`src/rtl/spi_psel_pkg.sv`:
```
package spi_psel_pkg;

    localparam int DATA_W = 16;
    localparam int CODE_W = 4;
    localparam int NCS    = 4;
    localparam int DIV_W  = 10;
    localparam int DLY_W  = 8;
    localparam int CNT_W  = DIV_W;
    localparam int BITS_W = $clog2(DATA_W + 1);
    localparam int EDGE_W = BITS_W;
    localparam int IDX_W  = $clog2(NCS);

    localparam logic [3:0] A_CTRL = 4'd0;
    localparam logic [3:0] A_MODE = 4'd1;
    localparam logic [3:0] A_TXD  = 4'd2;
    localparam logic [3:0] A_RXD  = 4'd3;
    localparam logic [3:0] A_STAT = 4'd4;
    localparam logic [3:0] A_CFG  = 4'd8;

    localparam logic [CODE_W-1:0] NO_SLAVE = '1;

    // per-slave-group transfer settings, 32 bits as written by the host
    typedef struct packed {
        logic [5:0]       gap;
        logic [DLY_W-1:0] setup;
        logic [DIV_W-1:0] div;
        logic [1:0]       spare;
        logic             cpha;
        logic             cpol;
        logic [3:0]       len;
    } cs_cfg_t;

    typedef enum logic [1:0] {
        ENG_IDLE,
        ENG_ACTIVE,
        ENG_GAP
    } eng_st_e;

    function automatic logic [IDX_W-1:0] cfg_index(input logic [CODE_W-1:0] code,
                                                   input logic dec);
        if (dec)          return code[3:2];
        else if (!code[0]) return 2'd0;
        else if (!code[1]) return 2'd1;
        else if (!code[2]) return 2'd2;
        else               return 2'd3;
    endfunction

    function automatic logic [CODE_W-1:0] cs_lines(input logic [CODE_W-1:0] code,
                                                   input logic dec);
        if (dec || code == NO_SLAVE) return code;
        return ~(4'b0001 << cfg_index(code, 1'b0));
    endfunction

    function automatic logic [BITS_W-1:0] word_bits(input logic [3:0] len);
        return (len > 4'd8) ? BITS_W'(DATA_W) : BITS_W'(8) + BITS_W'(len);
    endfunction

    function automatic logic [CNT_W-1:0] at_least(input logic [CNT_W-1:0] a,
                                                  input logic [CNT_W-1:0] b);
        return (a < b) ? b : a;
    endfunction

endpackage

```
`src/rtl/spi_psel_regs.sv`:
```
module spi_psel_regs
    import spi_psel_pkg::*;
(
    input  logic                clk,
    input  logic                rst,
    input  logic                bus_wr,
    input  logic                bus_rd,
    input  logic [3:0]          bus_addr,
    input  logic [31:0]         bus_wdata,
    output logic [31:0]         bus_rdata,
    input  logic                ss_in_n,
    output logic                en,
    output logic                tx_full,
    output logic [DATA_W-1:0]   tx_data,
    output logic [CODE_W-1:0]   tx_code,
    output logic                mode_var,
    output logic                mode_dec,
    output logic [CODE_W-1:0]   mode_code,
    output cs_cfg_t             cfg [NCS],
    input  logic                tx_take,
    input  logic                rx_done,
    input  logic [DATA_W-1:0]   rx_word,
    input  logic [CODE_W-1:0]   rx_code,
    output logic                rx_full,
    output logic                ovr,
    output logic                modf
);

    logic [DATA_W-1:0] rx_data_q;
    logic [CODE_W-1:0] rx_code_q;
    logic              fault;
    logic              wr_ctrl, wr_mode, wr_txd, rd_rxd, rd_stat;

    assign wr_ctrl = bus_wr && bus_addr == A_CTRL;
    assign wr_mode = bus_wr && bus_addr == A_MODE;
    assign wr_txd  = bus_wr && bus_addr == A_TXD;
    assign rd_rxd  = bus_rd && bus_addr == A_RXD;
    assign rd_stat = bus_rd && bus_addr == A_STAT;
    assign fault   = en && !ss_in_n;

    always_ff @(posedge clk) begin
        if (rst) begin
            en        <= 1'b0;
            mode_var  <= 1'b0;
            mode_dec  <= 1'b0;
            mode_code <= '0;
            tx_full   <= 1'b0;
            tx_data   <= '0;
            tx_code   <= '0;
            rx_full   <= 1'b0;
            rx_data_q <= '0;
            rx_code_q <= '0;
            ovr       <= 1'b0;
            modf      <= 1'b0;
        end else begin
            if (fault)
                en <= 1'b0;
            else if (wr_ctrl && bus_wdata[1])
                en <= 1'b0;
            else if (wr_ctrl && bus_wdata[0])
                en <= 1'b1;

            if (wr_mode) begin
                mode_var  <= bus_wdata[0];
                mode_dec  <= bus_wdata[1];
                mode_code <= bus_wdata[7:4];
            end

            if (wr_txd) begin
                tx_full <= 1'b1;
                tx_data <= bus_wdata[DATA_W-1:0];
                tx_code <= bus_wdata[19:16];
            end else if (tx_take) begin
                tx_full <= 1'b0;
            end

            if (rx_done) begin
                rx_full   <= 1'b1;
                rx_data_q <= rx_word;
                rx_code_q <= rx_code;
            end else if (rd_rxd) begin
                rx_full <= 1'b0;
            end

            if (rx_done && rx_full)
                ovr <= 1'b1;
            else if (rd_stat)
                ovr <= 1'b0;

            if (fault)
                modf <= 1'b1;
            else if (rd_stat)
                modf <= 1'b0;
        end
    end

    for (genvar g = 0; g < NCS; g++) begin : g_cfg
        localparam logic [3:0] MY_ADDR = A_CFG + 4'(g);
        always_ff @(posedge clk) begin
            if (rst)
                cfg[g] <= '0;
            else if (bus_wr && bus_addr == MY_ADDR)
                cfg[g] <= cs_cfg_t'(bus_wdata);
        end
    end

    always_comb begin
        bus_rdata = '0;
        case (bus_addr)
            A_CTRL: bus_rdata = {31'b0, en};
            A_MODE: bus_rdata = {24'b0, mode_code, 2'b0, mode_dec, mode_var};
            A_TXD:  bus_rdata = {12'b0, tx_code, tx_data};
            A_RXD:  bus_rdata = {12'b0, rx_code_q, rx_data_q};
            A_STAT: bus_rdata = {28'b0, modf, ovr, rx_full, !tx_full};
            default: begin
                if (bus_addr[3:2] == 2'b10)
                    bus_rdata = cfg[bus_addr[1:0]];
            end
        endcase
    end

endmodule

```
`src/rtl/spi_psel_engine.sv`:
```
module spi_psel_engine
    import spi_psel_pkg::*;
(
    input  logic                clk,
    input  logic                rst,
    input  logic                en,
    input  logic                tx_full,
    input  logic [DATA_W-1:0]   tx_data,
    input  logic [CODE_W-1:0]   tx_code,
    input  logic                mode_var,
    input  logic                mode_dec,
    input  logic [CODE_W-1:0]   mode_code,
    input  cs_cfg_t             cfg [NCS],
    input  logic                miso,
    output logic                tx_take,
    output logic                rx_done,
    output logic [DATA_W-1:0]   rx_word,
    output logic [CODE_W-1:0]   rx_code,
    output logic                sclk,
    output logic                mosi,
    output logic [CODE_W-1:0]   cs_n
);

    eng_st_e           st;
    logic [CNT_W-1:0]  cnt, half_q, gap_q;
    logic [EDGE_W-1:0] edge_q;
    logic [BITS_W-1:0] nbits_q;
    logic              cpol_q, cpha_q, sclk_q;
    logic [CODE_W-1:0] code_q, cs_q;
    logic [DATA_W-1:0] tx_sh, rx_sh, rx_next;

    // selection for the next word
    logic [CODE_W-1:0] sel_code;
    cs_cfg_t           sel_cfg;
    logic [CNT_W-1:0]  sel_half;
    logic [BITS_W-1:0] sel_bits;

    assign sel_code = mode_var ? tx_code : mode_code;
    assign sel_cfg  = cfg[cfg_index(sel_code, mode_dec)];
    assign sel_half = at_least(sel_cfg.div, CNT_W'(1));
    assign sel_bits = word_bits(sel_cfg.len);

    logic fire, lead, sample_now, last;

    assign tx_take    = en && st == ENG_IDLE && tx_full;
    assign fire       = en && st == ENG_ACTIVE && cnt == CNT_W'(1);
    assign lead       = !edge_q[0];
    assign sample_now = fire && (lead ^ cpha_q);
    assign last       = fire && ({1'b0, edge_q} == {nbits_q, 1'b0} - (BITS_W+1)'(1));
    assign rx_next    = {rx_sh[DATA_W-2:0], miso};

    assign rx_done = last;
    assign rx_word = (sample_now ? rx_next : rx_sh) & (16'hFFFF >> (BITS_W'(DATA_W) - nbits_q));
    assign rx_code = code_q;

    always_ff @(posedge clk) begin
        if (rst) begin
            st      <= ENG_IDLE;
            cnt     <= '0;
            half_q  <= '0;
            gap_q   <= '0;
            edge_q  <= '0;
            nbits_q <= BITS_W'(8);
            cpol_q  <= 1'b0;
            cpha_q  <= 1'b0;
            sclk_q  <= 1'b0;
            code_q  <= NO_SLAVE;
            cs_q    <= NO_SLAVE;
            tx_sh   <= '0;
            rx_sh   <= '0;
        end else if (!en) begin
            st   <= ENG_IDLE;
            cs_q <= NO_SLAVE;
        end else begin
            case (st)
                ENG_IDLE: begin
                    if (tx_full) begin
                        code_q  <= sel_code;
                        cs_q    <= cs_lines(sel_code, mode_dec);
                        cpol_q  <= sel_cfg.cpol;
                        cpha_q  <= sel_cfg.cpha;
                        sclk_q  <= sel_cfg.cpol;
                        nbits_q <= sel_bits;
                        half_q  <= sel_half;
                        gap_q   <= at_least(CNT_W'(sel_cfg.gap), sel_half);
                        cnt     <= at_least(CNT_W'(sel_cfg.setup), sel_half);
                        edge_q  <= '0;
                        tx_sh   <= tx_data << (BITS_W'(DATA_W) - sel_bits);
                        rx_sh   <= '0;
                        st      <= ENG_ACTIVE;
                    end
                end
                ENG_ACTIVE: begin
                    if (fire) begin
                        sclk_q <= ~sclk_q;
                        edge_q <= edge_q + EDGE_W'(1);
                        cnt    <= half_q;
                        if (sample_now)
                            rx_sh <= rx_next;
                        else if (!(cpha_q && edge_q == '0))
                            tx_sh <= tx_sh << 1;
                        if (last) begin
                            cs_q <= NO_SLAVE;
                            cnt  <= gap_q;
                            st   <= ENG_GAP;
                        end
                    end else begin
                        cnt <= cnt - CNT_W'(1);
                    end
                end
                ENG_GAP: begin
                    if (cnt == CNT_W'(1))
                        st <= ENG_IDLE;
                    else
                        cnt <= cnt - CNT_W'(1);
                end
                default: st <= ENG_IDLE;
            endcase
        end
    end

    assign sclk = sclk_q;
    assign mosi = tx_sh[DATA_W-1];
    assign cs_n = cs_q;

endmodule

```
`src/rtl/spi_psel_master.sv`:
```
module spi_psel_master
    import spi_psel_pkg::*;
(
    input  logic        clk,
    input  logic        rst,
    input  logic        bus_wr,
    input  logic        bus_rd,
    input  logic [3:0]  bus_addr,
    input  logic [31:0] bus_wdata,
    output logic [31:0] bus_rdata,
    output logic        sclk,
    output logic        mosi,
    input  logic        miso,
    output logic [3:0]  cs_n,
    input  logic        ss_in_n
);

    logic              en, tx_full, mode_var, mode_dec;
    logic [DATA_W-1:0] tx_data, rx_word;
    logic [CODE_W-1:0] tx_code, mode_code, rx_code;
    cs_cfg_t           cfg [NCS];
    logic              tx_take, rx_done, rx_full, ovr, modf;

    spi_psel_regs u_regs (
        .clk       (clk),
        .rst       (rst),
        .bus_wr    (bus_wr),
        .bus_rd    (bus_rd),
        .bus_addr  (bus_addr),
        .bus_wdata (bus_wdata),
        .bus_rdata (bus_rdata),
        .ss_in_n   (ss_in_n),
        .en        (en),
        .tx_full   (tx_full),
        .tx_data   (tx_data),
        .tx_code   (tx_code),
        .mode_var  (mode_var),
        .mode_dec  (mode_dec),
        .mode_code (mode_code),
        .cfg       (cfg),
        .tx_take   (tx_take),
        .rx_done   (rx_done),
        .rx_word   (rx_word),
        .rx_code   (rx_code),
        .rx_full   (rx_full),
        .ovr       (ovr),
        .modf      (modf)
    );

    spi_psel_engine u_eng (
        .clk       (clk),
        .rst       (rst),
        .en        (en),
        .tx_full   (tx_full),
        .tx_data   (tx_data),
        .tx_code   (tx_code),
        .mode_var  (mode_var),
        .mode_dec  (mode_dec),
        .mode_code (mode_code),
        .cfg       (cfg),
        .miso      (miso),
        .tx_take   (tx_take),
        .rx_done   (rx_done),
        .rx_word   (rx_word),
        .rx_code   (rx_code),
        .sclk      (sclk),
        .mosi      (mosi),
        .cs_n      (cs_n)
    );

endmodule

```
`config.mk`:
```
export PLATFORM = sky130hd
export DESIGN_NAME = spi_psel_master
export DESIGN_NICKNAME = d
export VERILOG_FILES = /design/src/rtl/spi_psel_pkg.sv /design/src/rtl/spi_psel_regs.sv /design/src/rtl/spi_psel_engine.sv /design/src/rtl/spi_psel_master.sv
export SDC_FILE = /design/constraint.sdc
export NUM_CORES = 1
export LEC_CHECK = 0
export ABC_AREA = 1
export BUFFER_PORTS_ARGS = -buffer_cell sky130_fd_sc_hd__buf_2
export CORE_MARGIN = 2
export CORE_UTILIZATION = 35
export CTS_CLUSTER_DIAMETER = 60
export DETAILED_ROUTE_END_ITERATION = 6
export GPL_ROUTABILITY_DRIVEN = 0
export SLEW_MARGIN = 0
export SYNTH_ARGS = -nofsm -noshare
export SYNTH_HDL_FRONTEND = slang
export SYNTH_SLANG_ARGS = --single-unit
```
`constraint.sdc`:
```
create_clock -name clk -period 3.5 [get_ports clk]
set_clock_uncertainty 0.1 [all_clocks]
set_input_delay 0.35 -clock clk [delete_from_list [all_inputs] [get_ports clk]]
set_output_delay 0.35 -clock clk [all_outputs]
set_load 0.02 [all_outputs]
```
==> results by group <==
Run status
  – Status: finished, final reports clean

Pwr
  – Sw Ratio: between 20% and 30%
  – NetSw: between 1500 and 2000 uW
  – Internal power: 5470 uW
  – Comb power frac: under 10%
  – VDD IR max: about 0.34 mV
  – PwrDens: 461 mW/mm^2
  – Leakage dissipation: roughly 0.0068 uW
  – Clock share of power: about half
  – Seq pwr share: between 40% and 50%

Worst setup path
  – Arrival time at the worst endpoint: 3650 ps
  – Reg2reg end: u_eng.cnt[2]
  – Worst R2R Path Depth: 18
  – CP required: about 3800 ps
  – Worst r2r src: u_regs.mode_var
  – Setup slack, reg-to-reg: 180 ps
  – Crit Path Category: flip-flop to flip-flop
  – CP Max Fanout: 35
  – Critical path launch point type: flip-flop
  – Setup crit end kind: flip-flop

Timing
  – Final Hold Viols: 0
  – Setup violators final: 0
  – RSZ-0062 raised after global routing: false
  – Final Max Slew Viols: 0
  – Worst-Margin Slew: roughly 870 ps
  – Tmin final: approximately 3300 ps
  – Period utilization: 94.9%
  – Fmax: ~300 MHz
  – Worst slew margin: 41.5%
  – Fin worst setup slack: approximately 180 ps

Floorplanning
  – Die Width: 202 microns
  – IO Pins: 80
  – Die area: roughly 0.041 sq mm
  – Die Ht: around 200 microns
  – Rows: a little over 70
  – Initial Util: approximately 36%
  – Core ar.: between 0.03 and 0.04 sq mm

Global routing
  – Busiest grt layer: met2
  – Grt met1 use: a little under a third
  – Largest net degree at the start of global routing: 87
  – GR Util All Layers: around 22%
  – GRT met3 Usage: under 10%
  – Grt met2 use: 34.7%
  – Global route overflow: 0
  – First-pass GRT wire length: 73500 microns
  – Initial antenna violation count: 0
  – Number of global-route vias before repair: 13200

Logic synthesis
  – Synth area leader: dfxtp_1
  – Warnings from Yosys: 0
  – Library cells used by synthesis: 59
  – Synth Area per Inst: ~6.9 sq um
  – Main combinational cell family by area after synthesis: compound AO/OA/AOI/OAI gates
  – Area share of and/or/nand/nor cells after synthesis: about a fifth
  – Mux cell area share after synthesis: roughly 1.2%
  – Synth Instances: between 1500 and 2000
  – Post-synthesis sequential area ratio: approximately two fifths
  – Flops & latches, synth: ~260
  – Area share of the largest cell type after synthesis: a little under two fifths
  – Compound-Gate Fraction of Synth Area: approximately a quarter
  – EDFF count, synth: 0
  – Synth Area in Adders: between 2 and 2.5%
  – Mapped Area: around 0.014 sq mm
  – Mapped Nets: around 2100
  – Synth Area in XOR/XNOR: less than 1%
  – Ys async rst share: 0%
  – Leading post-synthesis cells by cell area: dfxtp_1 38%, o21ai_0 8.9%, nand2_1 8.9%, a21oi_1 8.3%, nor2_1 5.8%
  – Main flop type after synthesis: dfxtp_1

Routing
  – DRC viols: 0
  – Wire per inst: approximately 18 microns
  – Final ANT Viol Nets: 0
  – Total wire length: ~47000 microns
  – Vias: approximately 14000
  – Vias/cell: ~5.4
  – Iteration-0 DRC Markers: around 1300
  – Drt pass-1 iters: 6

Clock network
  – H-tree Lvls: 2
  – TritonCTS buffer count: 34
  – Skew-Pair Late Insertion Delay: 520 ps
  – CTS tree: done
  – Hold Buf Count CTS: 0
  – Clock root buffer master: clkbuf_16
  – Clock buffer depth: 3
  – CTS sink count: 263
  – Clk slew on worst S/H paths: around 60 ps

Placed design
  – DP Wirelength: 33000 microns
  – Placed instance area: between 0.01 and 0.015 sq mm
  – Port buffer count: 79
  – Place WS: -29.4 ps

Worst hold path
  – Worst hold path type: input port to flip-flop
  – Hold Path End: u_regs.cfg[91]
  – Hold Path Origin: bus_wdata[27]
  – WHS Path Cells: 3

Job
  – Max_cap viols: 0

Finish
  – Synth-to-layout area growth: 16.1%
  – Design area: about 0.016 sq mm
  – N_diodes: 0
  – Layout cell share with drive strength beyond 1: about 13%
  – Utilization after layout: around two fifths
  – Fill cell count: approximately 4100
  – Final nets: 2112
[per-layer routing]
layer	vias up	part of all wire (%)
li1	6818	-
met1	6547	46
met2	536	43
met3	109	7.7
met4	0	3.6
met5	-	0
[kinds of logic after synthesis]
family | Yosys count
buf+inv | 329
flops | 263
simple gates | 692
fa+ha+maj | 25
mux | 17
compound gates | 648
xor+xnor | 12
[per-stage QoR]
stage / hold slack [ps] / instances / power (uW) / setup TNS [ps]
after floorplan: 324 / 1986 / 3590 / 0
after global placement: 334 / 2514 / 3790 / 0
after detailed placement: 344 / 2514 / 3800 / -59.0
after CTS: 10.1 / 2573 / 7360 / 0
after global routing: 24.6 / 2586 / 7600 / 0
final: 13.5 / 2586 / 7370 / 0
[cell type report]
| type | instances | area, sq um | area share [%] |
|---|---|---|---|
| multi-input cells | 1395 | 7240 | 45.3 |
| flip-flops and latches | 263 | 5270 | 32.9 |
| clock buffers | 46 | 947 | 5.92 |
| repair buffers | 143 | 913 | 5.71 |
| inverters | 207 | 783 | 4.90 |
| well taps | 518 | 648 | 4.05 |
| clock inverters | 13 | 185 | 1.16 |
| repair inverters | 1 | 7.51 | 0.0469 |
[critical path, stage by stage (launching register included)]
cell      delay (ps)
dfxtp_2          380
inv_2             80
nand2_2           80
nand3_2          130
nand2_4          170
buf_12           230
nand3_1          110
nand3_1           90
nand2_1          260
ha_1             400
nand2_1          100
nor2_1            50
a211oi_1         250
o22a_2           270
buf_4            140
nand3_1           80
nand3_1           90
nand2_1           50
a21oi_1          110
[state kept, by name, summed over array words and instances (netlist names), 2 cells and up]
signal and cells:
u_regs.rx_code_q 4, u_eng.cnt 10, u_regs.tx_data 16, u_eng.rx_sh 16
u_regs.rx_data_q 16, u_eng.cs_n 4, u_eng.gap_q 10, u_eng.rx_code 4
u_regs.cfg 128, u_regs.tx_code 4, u_eng.half_q 10, u_regs.mode_code 4
u_eng.edge_q 5, u_eng.tx_sh 16, u_eng.nbits_q 5, u_eng.st 2
[synthesized netlist by cell type (7+ instances only)]
cell type,instances
nor3_1,15
nor2_1,212
nand4_1,7
o221ai_1,11
ha_1,25
buf_2,16
mux2i_1,16
a22oi_1,37
inv_1,193
nand2_1,325
o211ai_1,28
xor2_1,9
o21ai_1,17
a21oi_1,228
dfxtp_1,263
clkbuf_1,92
nand2_2,13
clkinv_1,8
o22ai_1,40
nand3_1,95
o21ai_0,246
[power groups by stage]
| stage | logic, uW | registers, uW | clock network, uW |
|---|---|---|---|
| 2_1_floorplan | 470 | 3120 | 0 |
| 3_3_place_gp | 666 | 3120 | 0 |
| 3_5_place_dp | 673 | 3120 | 0 |
| 4_1_cts | 677 | 3060 | 3630 |
| 5_1_grt | 796 | 3060 | 3750 |
| 6_report | 729 | 3060 | 3580 |
[repair_timing]
item,in CTS,in global routing
buffers inserted,0,11
cloned,0,2
resized for setup,1,13
pin swaps,0,3
endpoints found under the setup margin,8,29
[cells in the final DEF, fill, tap and decap left out, drive strengths merged, types with 2 or more instances in the layout]
master / count
nor4: 4
o22ai: 41
buf: 143
mux2i: 16
nor2: 214
o2111ai: 4
o221ai: 11
a211oi: 6
a221oi: 6
nand3: 101
clkinv: 12
or2: 3
o211ai: 28
ha: 25
o21a: 5
inv: 201
nand4: 8
o21ai: 267
a22oi: 38
a32oi: 3
nand2: 345
xnor2: 2
bufinv: 4
clkinvlp: 4
nor3: 15
a31oi: 2
xor2: 10
a21oi: 230
dfxtp: 263
clkbuf: 46
[worst max path at each step]
| stage | start | end | slack (ps) | depth (start not counted) |
|---|---|---|---|---|
| 2_1_floorplan | u_regs.mode_var | u_eng.tx_sh[15] | 430 | 19 |
| 3_3_place_gp | u_regs.mode_var | u_eng.tx_sh[14] | 170 | 18 |
| 3_5_place_dp | u_regs.mode_var | u_eng.cnt[1] | -30 | 18 |
| 4_1_cts | u_regs.mode_var | u_eng.tx_sh[14] | 20 | 18 |
| 5_1_grt | u_regs.mode_var | u_eng.tx_sh[12] | 2 | 18 |
| 6_report | u_regs.mode_var | u_eng.cnt[2] | 180 | 18 |
(Power assumes the default switching activity.)
